--- src/rtl/ain_pkg.sv ---
package ain_pkg;
    typedef enum logic [1:0] {
        ST_IDLE = 2'd0,
        ST_HEAD = 2'd1,
        ST_BODY = 2'd2
    } ain_state_e;
endpackage

--- src/rtl/ain_sync_detect.sv ---
// Samples the frame-sync line on falling edges and emits a start pulse
// that stays valid across the following rising edge.
module ain_sync_detect (
    input  logic bit_clk,
    input  logic rst_n,
    input  logic sync_i,
    output logic start_o
);
    logic sync_s;

    always_ff @(negedge bit_clk or negedge rst_n) begin
        if (!rst_n) begin
            sync_s  <= 1'b0;
            start_o <= 1'b0;
        end else begin
            sync_s  <= sync_i;
            start_o <= sync_i & ~sync_s;
        end
    end
endmodule

--- src/rtl/ain_ready_gate.sv ---
// Holds the ready flag low for a settling window counted in frames.
module ain_ready_gate #(
    parameter int READY_FRAMES = 2
) (
    input  logic bit_clk,
    input  logic rst_n,
    input  logic start_i,
    input  logic codec_ready_i,
    output logic ready_o
);
    localparam int CNT_W = $clog2(READY_FRAMES + 2);

    logic [CNT_W-1:0] frames_q;
    logic             settled;

    assign settled = (frames_q == CNT_W'(READY_FRAMES));
    assign ready_o = codec_ready_i & settled;

    always_ff @(posedge bit_clk or negedge rst_n) begin
        if (!rst_n)
            frames_q <= '0;
        else if (start_i && !settled)
            frames_q <= frames_q + CNT_W'(1);
    end
endmodule

--- src/rtl/ain_slot_capture.sv ---
// Captures tags and width-masked payload words at frame start.
module ain_slot_capture #(
    parameter int NUM_SLOTS = 12,
    parameter int SLOT_BITS = 20,
    parameter int WID_W     = 5
) (
    input  logic                           bit_clk,
    input  logic                           rst_n,
    input  logic                           load_i,
    input  logic [NUM_SLOTS-1:0]           valid_i,
    input  logic [NUM_SLOTS*SLOT_BITS-1:0] data_i,
    input  logic [NUM_SLOTS*WID_W-1:0]     width_i,
    output logic [NUM_SLOTS-1:0]           tag_o,
    output logic [NUM_SLOTS*SLOT_BITS-1:0] word_o
);
    for (genvar s = 0; s < NUM_SLOTS; s++) begin : g_slot
        logic [SLOT_BITS-1:0] mask;
        logic [SLOT_BITS-1:0] masked;

        // Top `width` bits set; widths at or above SLOT_BITS give a full mask.
        assign mask   = ~({SLOT_BITS{1'b1}} >> width_i[s*WID_W +: WID_W]);
        assign masked = valid_i[s] ? (data_i[s*SLOT_BITS +: SLOT_BITS] & mask)
                                   : '0;

        always_ff @(posedge bit_clk or negedge rst_n) begin
            if (!rst_n) begin
                tag_o[s]                          <= 1'b0;
                word_o[s*SLOT_BITS +: SLOT_BITS] <= '0;
            end else if (load_i) begin
                tag_o[s]                          <= valid_i[s];
                word_o[s*SLOT_BITS +: SLOT_BITS] <= masked;
            end
        end
    end
endmodule

--- src/rtl/aclink_in_serializer.sv ---
module aclink_in_serializer
    import ain_pkg::*;
#(
    parameter int NUM_SLOTS    = 12,
    parameter int SLOT_BITS    = 20,
    parameter int HEAD_BITS    = 16,
    parameter int READY_FRAMES = 2
) (
    input  logic                           bit_clk,
    input  logic                           rst_n,
    input  logic                           sync_i,
    input  logic                           codec_ready_i,
    input  logic [NUM_SLOTS-1:0]           slot_valid_i,
    input  logic [NUM_SLOTS*SLOT_BITS-1:0] slot_data_i,
    input  logic [NUM_SLOTS*$clog2(SLOT_BITS+1)-1:0] slot_width_i,
    output logic                           sdata_o
);
    localparam int WID_W  = $clog2(SLOT_BITS + 1);
    localparam int SLOT_W = $clog2(NUM_SLOTS);
    localparam int BIT_W  = $clog2((SLOT_BITS > HEAD_BITS) ? SLOT_BITS : HEAD_BITS);
    localparam int SLOT_N = 1 << SLOT_W;
    localparam int BIT_N  = 1 << BIT_W;

    logic                           start_w;
    logic                           ready_w;
    logic [NUM_SLOTS-1:0]           tag_w;
    logic [NUM_SLOTS*SLOT_BITS-1:0] word_w;

    ain_sync_detect u_sync (
        .bit_clk (bit_clk),
        .rst_n   (rst_n),
        .sync_i  (sync_i),
        .start_o (start_w)
    );

    ain_ready_gate #(.READY_FRAMES(READY_FRAMES)) u_ready (
        .bit_clk       (bit_clk),
        .rst_n         (rst_n),
        .start_i       (start_w),
        .codec_ready_i (codec_ready_i),
        .ready_o       (ready_w)
    );

    ain_slot_capture #(
        .NUM_SLOTS (NUM_SLOTS),
        .SLOT_BITS (SLOT_BITS),
        .WID_W     (WID_W)
    ) u_capture (
        .bit_clk (bit_clk),
        .rst_n   (rst_n),
        .load_i  (start_w),
        .valid_i (slot_valid_i),
        .data_i  (slot_data_i),
        .width_i (slot_width_i),
        .tag_o   (tag_w),
        .word_o  (word_w)
    );

    ain_state_e        state_q, state_d;
    logic [SLOT_W-1:0] slot_q, slot_d;
    logic [BIT_W-1:0]  bit_q, bit_d;
    logic              out_bit;

    // Power-of-two padded views so every select index has exact width.
    logic [SLOT_BITS-1:0] word_pad [SLOT_N];
    logic [SLOT_BITS-1:0] sel_word;
    logic [BIT_N-1:0]     head_v;
    logic [BIT_N-1:0]     body_v;

    for (genvar i = 0; i < SLOT_N; i++) begin : g_wpad
        if (i < NUM_SLOTS) begin : g_real
            assign word_pad[i] = word_w[i*SLOT_BITS +: SLOT_BITS];
        end else begin : g_fill
            assign word_pad[i] = '0;
        end
    end

    assign sel_word = word_pad[slot_q];

    for (genvar b = 0; b < BIT_N; b++) begin : g_bits
        if (b >= 1 && b <= NUM_SLOTS) begin : g_tag
            assign head_v[b] = tag_w[b-1];
        end else begin : g_hzero
            assign head_v[b] = 1'b0;
        end
        if (b < SLOT_BITS) begin : g_body
            assign body_v[b] = sel_word[SLOT_BITS-1-b];
        end else begin : g_bzero
            assign body_v[b] = 1'b0;
        end
    end

    // Next-state logic: a detected start overrides every state.
    always_comb begin
        state_d = state_q;
        slot_d  = slot_q;
        bit_d   = bit_q;
        if (start_w) begin
            state_d = ST_HEAD;
            slot_d  = '0;
            bit_d   = BIT_W'(1);
        end else begin
            unique case (state_q)
                ST_IDLE: ;
                ST_HEAD: begin
                    if (bit_q == BIT_W'(HEAD_BITS - 1)) begin
                        state_d = ST_BODY;
                        slot_d  = '0;
                        bit_d   = '0;
                    end else begin
                        bit_d = bit_q + BIT_W'(1);
                    end
                end
                ST_BODY: begin
                    if (bit_q == BIT_W'(SLOT_BITS - 1)) begin
                        bit_d = '0;
                        if (slot_q == SLOT_W'(NUM_SLOTS - 1))
                            state_d = ST_IDLE;
                        else
                            slot_d = slot_q + SLOT_W'(1);
                    end else begin
                        bit_d = bit_q + BIT_W'(1);
                    end
                end
                default: state_d = ST_IDLE;
            endcase
        end
    end

    // Bit to put on the line at this rising edge.
    always_comb begin
        out_bit = 1'b0;
        if (start_w) begin
            out_bit = ready_w;
        end else begin
            unique case (state_q)
                ST_IDLE: out_bit = 1'b0;
                ST_HEAD: out_bit = head_v[bit_q];
                ST_BODY: out_bit = body_v[bit_q];
                default: out_bit = 1'b0;
            endcase
        end
    end

    // State register.
    always_ff @(posedge bit_clk or negedge rst_n) begin
        if (!rst_n) begin
            state_q <= ST_IDLE;
            slot_q  <= '0;
            bit_q   <= '0;
        end else begin
            state_q <= state_d;
            slot_q  <= slot_d;
            bit_q   <= bit_d;
        end
    end

    // Output register.
    always_ff @(posedge bit_clk or negedge rst_n) begin
        if (!rst_n)
            sdata_o <= 1'b0;
        else
            sdata_o <= out_bit;
    end
endmodule

--- config.mk ---
export PLATFORM = sky130hd
export DESIGN_NAME = aclink_in_serializer
export DESIGN_NICKNAME = d
export VERILOG_FILES = /design/src/rtl/ain_pkg.sv /design/src/rtl/ain_sync_detect.sv /design/src/rtl/ain_ready_gate.sv /design/src/rtl/ain_slot_capture.sv /design/src/rtl/aclink_in_serializer.sv
export SDC_FILE = /design/constraint.sdc
export NUM_CORES = 1
export LEC_CHECK = 0
export ABC_AREA = 1
export BUFFER_PORTS_ARGS = -buffer_cell sky130_fd_sc_hd__buf_2
export CAP_MARGIN = 20
export CELL_PAD_IN_SITES_DETAIL_PLACEMENT = 1
export CELL_PAD_IN_SITES_GLOBAL_PLACEMENT = 1
export CORE_ASPECT_RATIO = 0.75
export CORE_MARGIN = 2
export CORE_UTILIZATION = 43
export CTS_CLUSTER_SIZE = 40
export DETAILED_ROUTE_END_ITERATION = 6
export PLACE_DENSITY = 0.91
export SETUP_SLACK_MARGIN = 0.1
export SYNTH_ARGS = -nofsm -noshare
export SYNTH_HDL_FRONTEND = slang
export SYNTH_SLANG_ARGS = --single-unit
--- constraint.sdc ---
create_clock -name bit_clk -period 4.5 [get_ports bit_clk]
set_clock_uncertainty 0.05 [all_clocks]
set_input_delay 0.9 -clock bit_clk [delete_from_list [all_inputs] [get_ports bit_clk]]
set_output_delay 0.9 -clock bit_clk [all_outputs]
set_load 0.1 [all_outputs]
[Word-level counts from Yosys, hierarchy flattened]
Cells that the tools add are included.
Cells by class
  shift operators: 12
  magnitude comparators: 2
  eq/ne operators: 11
  multiply operators: 0
  reduce and logical (&&, ||, !) cells: 6
  mux-type cells: 35
  $add $sub $neg: 3
  bitwise operators: 28
  div/mod/pow operators: 0
Operator list (count)
  $mux 20: 14
  $and 20x20->20: 12
  $not 20->20: 12
  $shr 20x5->20 const A: 12
  $bmux 20 s4: 1
  $mux 4: 4
  $mux 5: 3
  $ne 3x2->1 const B: 4
  $bmux 1 s5: 2
  $pmux 5 s2: 1
  $mux 2: 4
  $pmux 4 s2: 1
  $reduce_and 4->1: 2
  $lt 5x6->1 const B: 1
  $pmux 2 s3: 1
  $add 5x1->5 const B: 1
  $eq 5x4->1 const B: 1
  $eq 5x5->1 const B: 1
  $ge 5x5->1 const B: 1
  $not 4->5: 1
  $add 4x1->4 const B: 1
  $eq 2x2->1 const B: 2
  $eq 4x4->1 const B: 1
  $mux 1: 3
  other kinds (10): 11
Word-level totals
  ROM bits: 0
  bits in latches: 0
  RAM bits: 0
  flip-flop bits (word level): 268
  memories: 0
  output and inout port bits: 1
  logic and storage cells: 128

[Longest topological paths before layout]
Gate-level depths: netlist of the first run.
  word-level depth: 8
  depth in mapped cells: 19

[Modules after synthesis]
From an unflattened synthesis of the first run, not the netlist that was laid out.
Second synthesis, totals
  cell total of the unflattened synthesis: 2178
  area, all modules: 15119.5 µm²
By module, submodules not included
  ain_slot_capture: cells an instance 1472, area an instance 11518.5 µm², instances 1
  aclink_in_serializer: cells an instance 687, area an instance 3428.3 µm², instances 1
  ain_ready_gate: cells an instance 15, area an instance 112.6 µm², instances 1
  ain_sync_detect: cells an instance 4, area an instance 60.1 µm², instances 1

==> out/summary.txt, run 1 <==
worst hold slack: 0.131 ns
sw frac: 37.3%
Final WS setup: 0.256 ns
dpl cell area: 16300 µm²
# hold bufs at CTS: 0
commonest cells after routing, fill and taps aside: nand2_1 (371), buf_2 (315), dfrtp_1 (264), o21ai_0 (261), inv_1 (248)
final instance area: 17200 µm²
Setup Viol. Count Final: 0
Placement Setup Slack: 0.315 ns
final WL: 57700 µm
main flop type after synthesis: dfrtp_1
drt pass-1 iters: 6
Net Sw Power: 2.89 mW
Unique masters post-synth: 35
TritonCTS clock tree: yes
Die Y: 163 µm
IO Port Bufs: 316
final net count: 2439
first-pass GRT wire length: 87700 µm
Synth Register Bits: 268
number of synthesized flops with an enable pin: 0
Placer Congestion: 0.944
status: finished, final reports clean
setup TNS: 0 ns
Synth top area share: 46.2%
DRT iter0 DRCs: 1571
Total GRT Usage: 32.3%
core area: 33300 µm²
Slew HR: 34.7%
via/cell ratio: 5.83
largest net degree at the start of global routing: 172
yosys warns: 0
total number of H-tree levels: 1
Worst Path Required: 4.90 ns
Max Cap Viol: 0
Worst Path Arrival: 4.65 ns
post-synth design cell area: 14400 µm²
Critical path origin: u_sync.start_o$_DFF_NN0_
Crit. End Element: flip-flop
# rows: 58
Reg clk slew, reported paths: 0.06 ns
RSZ-0062 raised after global routing: false
clk_lat worst skew: 0.55 ns
HP Class: in -> async
post-route ant nets: 0
Post-CTS Resized: 0
worst-path maximum fanout: 67
P&R area growth vs syn: 19.5%
pwr dens: 449 nW/µm²
DP HPWL: 42800 µm
post-synthesis net count: 2178
most common cell after layout, fill and taps aside: nand2_1
Clock power frac: 32.2%
Setup Fix Bufs, Post-CTS: 0
logic gate share of total power: 31.3%
Root Buffer: clkbuf_16
starting density of the core: 43.3%
Antenna diodes: 0
total gr overflow: 0
CTS Buf Count: 29
CTS Buffer Depth: 3
area leader, netlist: dfrtp_1
register area share after synthesis: 46.5%
Slew @ Worst Pin: 0.980 ns
Post-Syn Instances: 1854
Fin. Hold Viols: 0
antenna violations before repair: 2
die area: 35000 µm²
Reg power frac: 36.5%
synth top area cells: dfrtp_1 (46%), nand2_1 (9.7%), o21ai_0 (9.1%), inv_1 (6.5%), nand3_1 (6.1%)
startpoint types: flip-flop
Post-Syn Area per Cell: 7.78 µm²
Max VDD drop: 0.343 mV
# fillers: 4178
Final Max Slew Viols: 0
total power: 7.74 mW
CP Class: reg -> reg
ys async rst share: 100%
r2r startpoint: u_sync.start_o$_DFF_NN0_
Top-Level Pins: 317
P_int: 4.85 mW
WL/cell: 22.3 µm
layout cells sized above 1: 18.2%
vias in the first global route: 15400
CTS sink cnt: 268
DRC: 0
Via Count: 15100
Pleak: 8.27 nW
Die X: 215 µm
==> synthesized netlist by cell type (2+ instances only) <==
cell type	n
nand2_1	371
dfrtp_1	266
o21ai_0	261
inv_1	248
nand3_1	175
nor2_1	106
o211ai_1	99
a21oi_1	83
clkbuf_1	54
a32o_1	46
o22ai_1	34
buf_2	28
o2111ai_1	12
buf_6	10
ha_1	8
nand4_1	6
a22o_1	5
clkinv_1	5
buf_1	4
buf_4	4
or2_2	4
inv_2	3
nor3_1	3
o32ai_1	3
a31oi_1	2
clkbuf_2	2
dfrtn_1	2
o21ai_1	2
o31ai_1	2
==> power groups by stage <==
stage               Combinational, mW  Clock [mW]  Sequential, mW
global placement                 2.28           0            2.85
global route                     2.66        2.61            2.85
finish                           2.42        2.49            2.83
floorplan                        1.59           0            2.80
detailed placement               2.35           0            2.86
CTS                              2.39        2.51            2.82
==> through the flow <==
stage                     instances  utilization [%]
after detailed placement       2534             48.8
final                          2587             51.7
after floorplan                1854                -
after global placement         2534             48.8
after global routing           2587             51.7
after CTS                      2587             51.7
==> layout make-up <==
type | instances | area (µm²) | share of cell area, %
tap | 450 | 563 | 3.27
timing repair buffer | 332 | 1770 | 10.3
clock inverter | 15 | 186 | 1.08
sequential | 268 | 6710 | 38.9
inverter | 256 | 962 | 5.58
clock buffer | 38 | 790 | 4.58
multi-input combinational | 1228 | 6250 | 36.2
==> path summary, 6_finish.rpt <==
kind | endpoint | slack (ns) | depth (start not counted)
worst min register to register | u_sync.start_o$_DFF_NN0_ | 0.29 | 1
min in group bit_clk | u_sync.start_o$_DFF_NN0_ | 0.29 | 1
worst max-delay path | state_q[1]$_DFFE_PN0P_ | 0.26 | 6
worst min-delay path | u_capture.word_o[119]$_DFFE_PN0P_ | 0.13 | 1
max in group asynchronous | u_sync.start_o$_DFF_NN0_ | 1.92 | 1
worst max register to register | state_q[1]$_DFFE_PN0P_ | 0.26 | 6
==> kinds of logic after synthesis <==
kind of cell,Yosys count,synth area share [%]
and+or+nand+nor,665,19.0
AOI/OAI and AO/OA,554,23.5
DFF,268,46.5
adders and majority gates,8,0.694
xor gates and xnor gates,1,0.0607
buffers and inverters,358,10.2
==> metal layers <==
layer	track usage [%]	part of all wire, %
met5	0	0.052
met1	46.4	45
met3	7.17	9.0
met2	50.3	44
met4	6.55	1.9
==> worst max-delay path, stage by stage (launching register included) <==
cell,delay (ns)
dfrtn_1,0.51
buf_12,0.28
clkinv_2,0.14
buf_12,0.21
a211oi_1,0.39
nand3_1,0.12
o21ai_0,0.12
==> state kept, by name, summed over array words and instances, names as in the netlist <==
| register | cells |
|---|---|
| u_capture.word_o | 240 |
| slot_q | 4 |
| bit_q | 5 |
| u_sync.sync_s | 1 |
| u_ready.frames_q | 2 |
| state_q | 2 |
| u_capture.tag_o | 12 |
| u_sync.start_o | 1 |
| sdata_o | 1 |
No activity file was read; power rests on OpenSTA's default activity.
==> inputs of run 2 (changes only) <==
Settings changed: CORE_ASPECT_RATIO 0.75 to 1.4, PLACE_DENSITY 0.91 to default, PLACE_DENSITY_LB_ADDON from default to 0.1.
==> run 2 against run 1 <==
  * Setup slack improved by 0.046 ns
  * Core utilization increased by 0.34 points
  * Non-clock buffer count rose by 1
  * Register-to-register slack gained 0.05 ns
  * Die area is essentially flat
  * Clock-buffer cell count shrank 1
  * Routed wire length is 2.9% lower
  * Hold slack improved by 0.29 ns
  * Sequential cell count did not move
  * Sequential share of layout area about the same
  * Design area about the same
  * Sequential power about the same
  * Critical path type unchanged
  * Critical endpoint is now u_capture.word_o[165]$_DFFE_PN0P_
  * Largest cell class unchanged
  * Highest routed layer is now met4
==> out/summary.txt, run 2 (synthesized netlist as in run 1, its figures left out) <==
status: finished, final reports clean
drt pass-1 iters: 5
setup TNS: 0 ns
Post-CTS Resized: 0
pwr dens: 450 nW/µm²
Placer Congestion: 0.909
DRT iter0 DRCs: 946
Fin. Hold Viols: 0
final WL: 56000 µm
vias in the first global route: 15600
Pleak: 8.29 nW
P&R area growth vs syn: 19.6%
# hold bufs at CTS: 0
commonest cells after routing, fill and taps aside: nand2_1 (371), buf_2 (315), dfrtp_1 (264), o21ai_0 (261), inv_1 (248)
Crit. End Element: flip-flop
Final Max Slew Viols: 0
Worst Path Required: 4.93 ns
r2r startpoint: u_sync.start_o$_DFF_NN0_
clk_lat worst skew: 0.56 ns
CTS Buffer Depth: 3
Regs by FF count: u_capture.word_o: 240 flops, u_capture.tag_o: 12 flops, bit_q: 5 flops
first-pass GRT wire length: 86400 µm
total gr overflow: 0
starting density of the core: 43.6%
Root Buffer: clkbuf_16
startpoint types: flip-flop
core area: 33100 µm²
Total GRT Usage: 31.7%
DP HPWL: 41400 µm
CTS sink cnt: 268
die area: 35000 µm²
TritonCTS clock tree: yes
Top-Level Pins: 317
total number of H-tree levels: 1
final net count: 2439
Via Count: 14500
Placement Setup Slack: 0.298 ns
Reg clk slew, reported paths: 0.06 ns
layout cells sized above 1: 18.2%
Max Cap Viol: 0
max reg flops: 240
DRC: 0
RSZ-0062 raised after global routing: false
Critical path origin: u_sync.start_o$_DFF_NN0_
Slew @ Worst Pin: 1.01 ns
Setup Viol. Count Final: 0
Final WS setup: 0.301 ns
Die Y: 221 µm
antenna violations before repair: 2
Die X: 159 µm
Most flops, register: u_capture.word_o
Max VDD drop: 0.272 mV
Setup Fix Bufs, Post-CTS: 0
total power: 7.76 mW
Hold Crit Start: u_sync.sync_s$_DFF_NN0_
most common cell after layout, fill and taps aside: nand2_1
post-route ant nets: 0
IO Port Bufs: 316
HP Class: reg -> reg
CP Class: reg -> reg
worst hold slack: 0.424 ns
Worst Path Arrival: 4.63 ns
largest net degree at the start of global routing: 172
# rows: 79
Slew HR: 33.0%
worst-path maximum fanout: 40
via/cell ratio: 5.63
CTS Buf Count: 28
WL/cell: 21.7 µm
## run 2: cell types whose count changed in the layout (fill, tap and decap cells not counted)
cell,before,now
buf_12,5,6
clkinvlp_4,3,0
nor2_2,1,0
clkbuf_1,6,3
nor2_1,105,106
diode_2,0,2
clkbuf_8,3,5
## run 2: cell type report
cell class                 count  area, µm²
fill                        4216      15900
sequential                   268       6710
multi-input combinational   1228       6240
timing repair buffer         333       1790
inverter                     256        962
clock buffer                  37        806
tap                          445        557
clock inverter                12        164
antenna                        2       5.00
## run 2: worst paths after layout
path,to,slack [ns],depth (start not counted)
min in group asynchronous,u_capture.word_o[54]$_DFFE_PN0P_,0.44,2
max in group asynchronous,u_sync.sync_s$_DFF_NN0_,2.05,1
max reg2reg,u_capture.word_o[165]$_DFFE_PN0P_,0.30,5
max,u_capture.word_o[165]$_DFFE_PN0P_,0.30,5
min reg2reg,u_sync.start_o$_DFF_NN0_,0.42,1
min,u_sync.start_o$_DFF_NN0_,0.42,1
## run 2: metal layers
metal / track usage, % / vias to the layer above / part of all wire [%]
met3: 4.14 / 133 / 4.8
met1: 37.7 / 7151 / 40
met5: 0 / - / 0
met2: 56.3 / 435 / 50
li1: - / 6806 / -
met4: 16.7 / 0 / 5.5
## run 2: power by group
part / total [mW] / leakage, nW / switching (mW) / internal (mW)
logic: 2.45 / 4.25 / 1.72 / 0.730
clock network: 2.50 / 0.485 / 1.02 / 1.48
registers: 2.81 / 3.55 / 0.152 / 2.66
## run 2: critical path, stage by stage (launching register included)
cell and delay, ns:
dfrtn_1 0.50, buf_12 0.24, nand2_1 0.22, nor2_1 0.48, o2111ai_1 0.24, o21ai_0 0.13
## run 2: metrics by stage
step / util (%) / cells / cell area [µm²]
floorplan: - / 1854 / 14400
global placement: 49.1 / 2530 / 16300
detailed placement: 49.1 / 2530 / 16300
CTS: 52.1 / 2579 / 17200
global route: 52.1 / 2579 / 17200
finish: 52.1 / 2581 / 17200
==> inputs of run 3 (changes only) <==
==> constraint.sdc (replaced) <==
create_clock -name bit_clk -period 4.5 [get_ports bit_clk]
set_clock_uncertainty 0.05 [all_clocks]
set_input_delay 0.675 -clock bit_clk [delete_from_list [all_inputs] [get_ports bit_clk]]
set_output_delay 0.675 -clock bit_clk [all_outputs]
set_load 0.1 [all_outputs]
==> run 3 against run 2 <==
  * Global-route usage is 0.32 points higher
  * First-iteration DRC count grew 2.1%
  * Core utilization about the same
  * Largest power group unchanged
  * Highest routed layer is now met5
==> out/summary.txt, run 3 (synthesized netlist as in run 1, its figures left out) <==
layout cells sized above 1: 17.9%
starting density of the core: 43.6%
CTS sink cnt: 268
logic gate share of total power: 31.6%
Root Buffer: clkbuf_16
total power: 7.74 mW
dpl cell area: 16300 µm²
startpoint types: flip-flop
Worst Path Arrival: 4.63 ns
CP Class: reg -> reg
core area: 33100 µm²
final instance area: 17200 µm²
Crit. End Element: flip-flop
Max VDD drop: 0.294 mV
post-route insts no fill: 2581
Max Cap Viol: 0
Reg power frac: 36.4%
Setup Viol. Count Final: 0
total gr overflow: 0
# fillers: 4260
HP Class: in -> reg
drt pass-1 iters: 5
RSZ-0062 raised after global routing: false
Top-Level Pins: 317
Post-CTS Resized: 0
Die X: 159 µm
Fin. Hold Viols: 0
Slew @ Worst Pin: 0.992 ns
Via Count: 14600
CTS Buf Count: 28
DP HPWL: 41600 µm
setup TNS: 0 ns
most common cell after layout, fill and taps aside: nand2_1
Clock power frac: 32.0%
max reg flops: 240
largest net degree at the start of global routing: 172
WL/cell: 21.9 µm
vias in the first global route: 15700
Reg clk slew, reported paths: 0.06 ns
Placed Instances: 2529
post-route ant nets: 0
P_int: 4.86 mW
clk_lat worst skew: 0.57 ns
total number of H-tree levels: 1
Final Max Slew Viols: 0
Worst Path Required: 4.92 ns
final net count: 2439
first-pass GRT wire length: 87600 µm
Slew HR: 33.9%
antenna violations before repair: 1
via/cell ratio: 5.66
commonest cells after routing, fill and taps aside: nand2_1 (371), buf_2 (315), dfrtp_1 (264), o21ai_0 (261), inv_1 (248)
CTS Buffer Depth: 3
P&R area growth vs syn: 19.5%
Total GRT Usage: 32.0%
DRC: 0
IO Port Bufs: 316
Net Sw Power: 2.88 mW
# rows: 79
die area: 35000 µm²
status: finished, final reports clean
TritonCTS clock tree: yes
DRT iter0 DRCs: 966
Placer Congestion: 0.898
Die Y: 221 µm
pwr dens: 449 nW/µm²
final WL: 56400 µm
Pleak: 8.27 nW
sw frac: 37.2%
Most flops, register: u_capture.word_o
Antenna diodes: 0
final core utilization: 52.0%
Regs by FF count: u_capture.word_o: 240 flops, u_capture.tag_o: 12 flops, bit_q: 5 flops
worst-path maximum fanout: 44
-- run 3: cell types whose count changed in the layout (fill, tap and decap cells not counted), sizes merged --
| cell | before | now |
|---|---|---|
| buf | 333 | 332 |
| bufinv | 4 | 3 |
| dlygate4sd3 | 0 | 1 |
| diode | 2 | 0 |
| clkinv | 14 | 9 |
| clkbuf | 37 | 45 |
-- run 3: critical path, stage by stage (launching register included) --
cell	delay [ns]
dfrtn_1	0.49
buf_12	0.25
nand2_1	0.15
nor2_1	0.49
o2111ai_1	0.25
o21ai_0	0.16
-- run 3: final cells by class --
cell class | count | area [µm²] | area share, %
Sequential cell | 268 | 6710 | 38.9
Timing Repair Buffer | 333 | 1800 | 10.4
Clock inverter | 6 | 105 | 0.610
Tap cell | 445 | 557 | 3.23
Multi-Input combinational cell | 1228 | 6240 | 36.2
Inverter | 256 | 962 | 5.58
Clock buffer | 45 | 856 | 4.97
-- run 3: metal layers --
layer / vias to the layer above / global-route usage [%] / wire, µm
li1: 6803 / - / -
met2: 463 / 58.5 / 29000
met3: 141 / 2.96 / 2310
met1: 7192 / 37.5 / 22000
met5: - / 0 / 13
met4: 2 / 17.0 / 3090
-- run 3: path summary, 6_finish.rpt --
kind	from	to	slack, ns	cells after the start
max in group asynchronous	rst_n	u_sync.sync_s$_DFF_NN0_	1.28	2
min	slot_data_i[72]	u_capture.word_o[72]$_DFFE_PN0P_	0.27	3
min reg2reg	u_capture.word_o[175]$_DFFE_PN0P_	u_capture.word_o[175]$_DFFE_PN0P_	0.43	2
max reg2reg	u_sync.start_o$_DFF_NN0_	u_capture.word_o[105]$_DFFE_PN0P_	0.29	5
max	u_sync.start_o$_DFF_NN0_	u_capture.word_o[105]$_DFFE_PN0P_	0.29	5
min in group asynchronous	rst_n	u_capture.word_o[34]$_DFFE_PN0P_	0.58	2
-- run 3: power by group through the flow --
stage                     Sequential [mW]  Clock [mW]  Combinational, mW
after floorplan                      2.80           0               1.59
after global placement               2.84           0               2.35
after detailed placement             2.86           0               2.41
after CTS                            2.82        2.50               2.43
after global routing                 2.84        2.59               2.70
final                                2.82        2.48               2.44
-- run 3: per-stage QoR --
stage / hold slack, ns / setup WS, ns
after detailed placement: 0.412 / 0.341
after global placement: 0.407 / 0.396
after CTS: 0.261 / 0.330
after global routing: 0.281 / 0.200
final: 0.268 / 0.293
after floorplan: 0.274 / 0.629
-- run 3: repair_timing --
item	in CTS	in global routing
hold buffers	1	0
setup endpoints to repair	0	0
hold endpoints to repair	15	0
buffers inserted	0	0
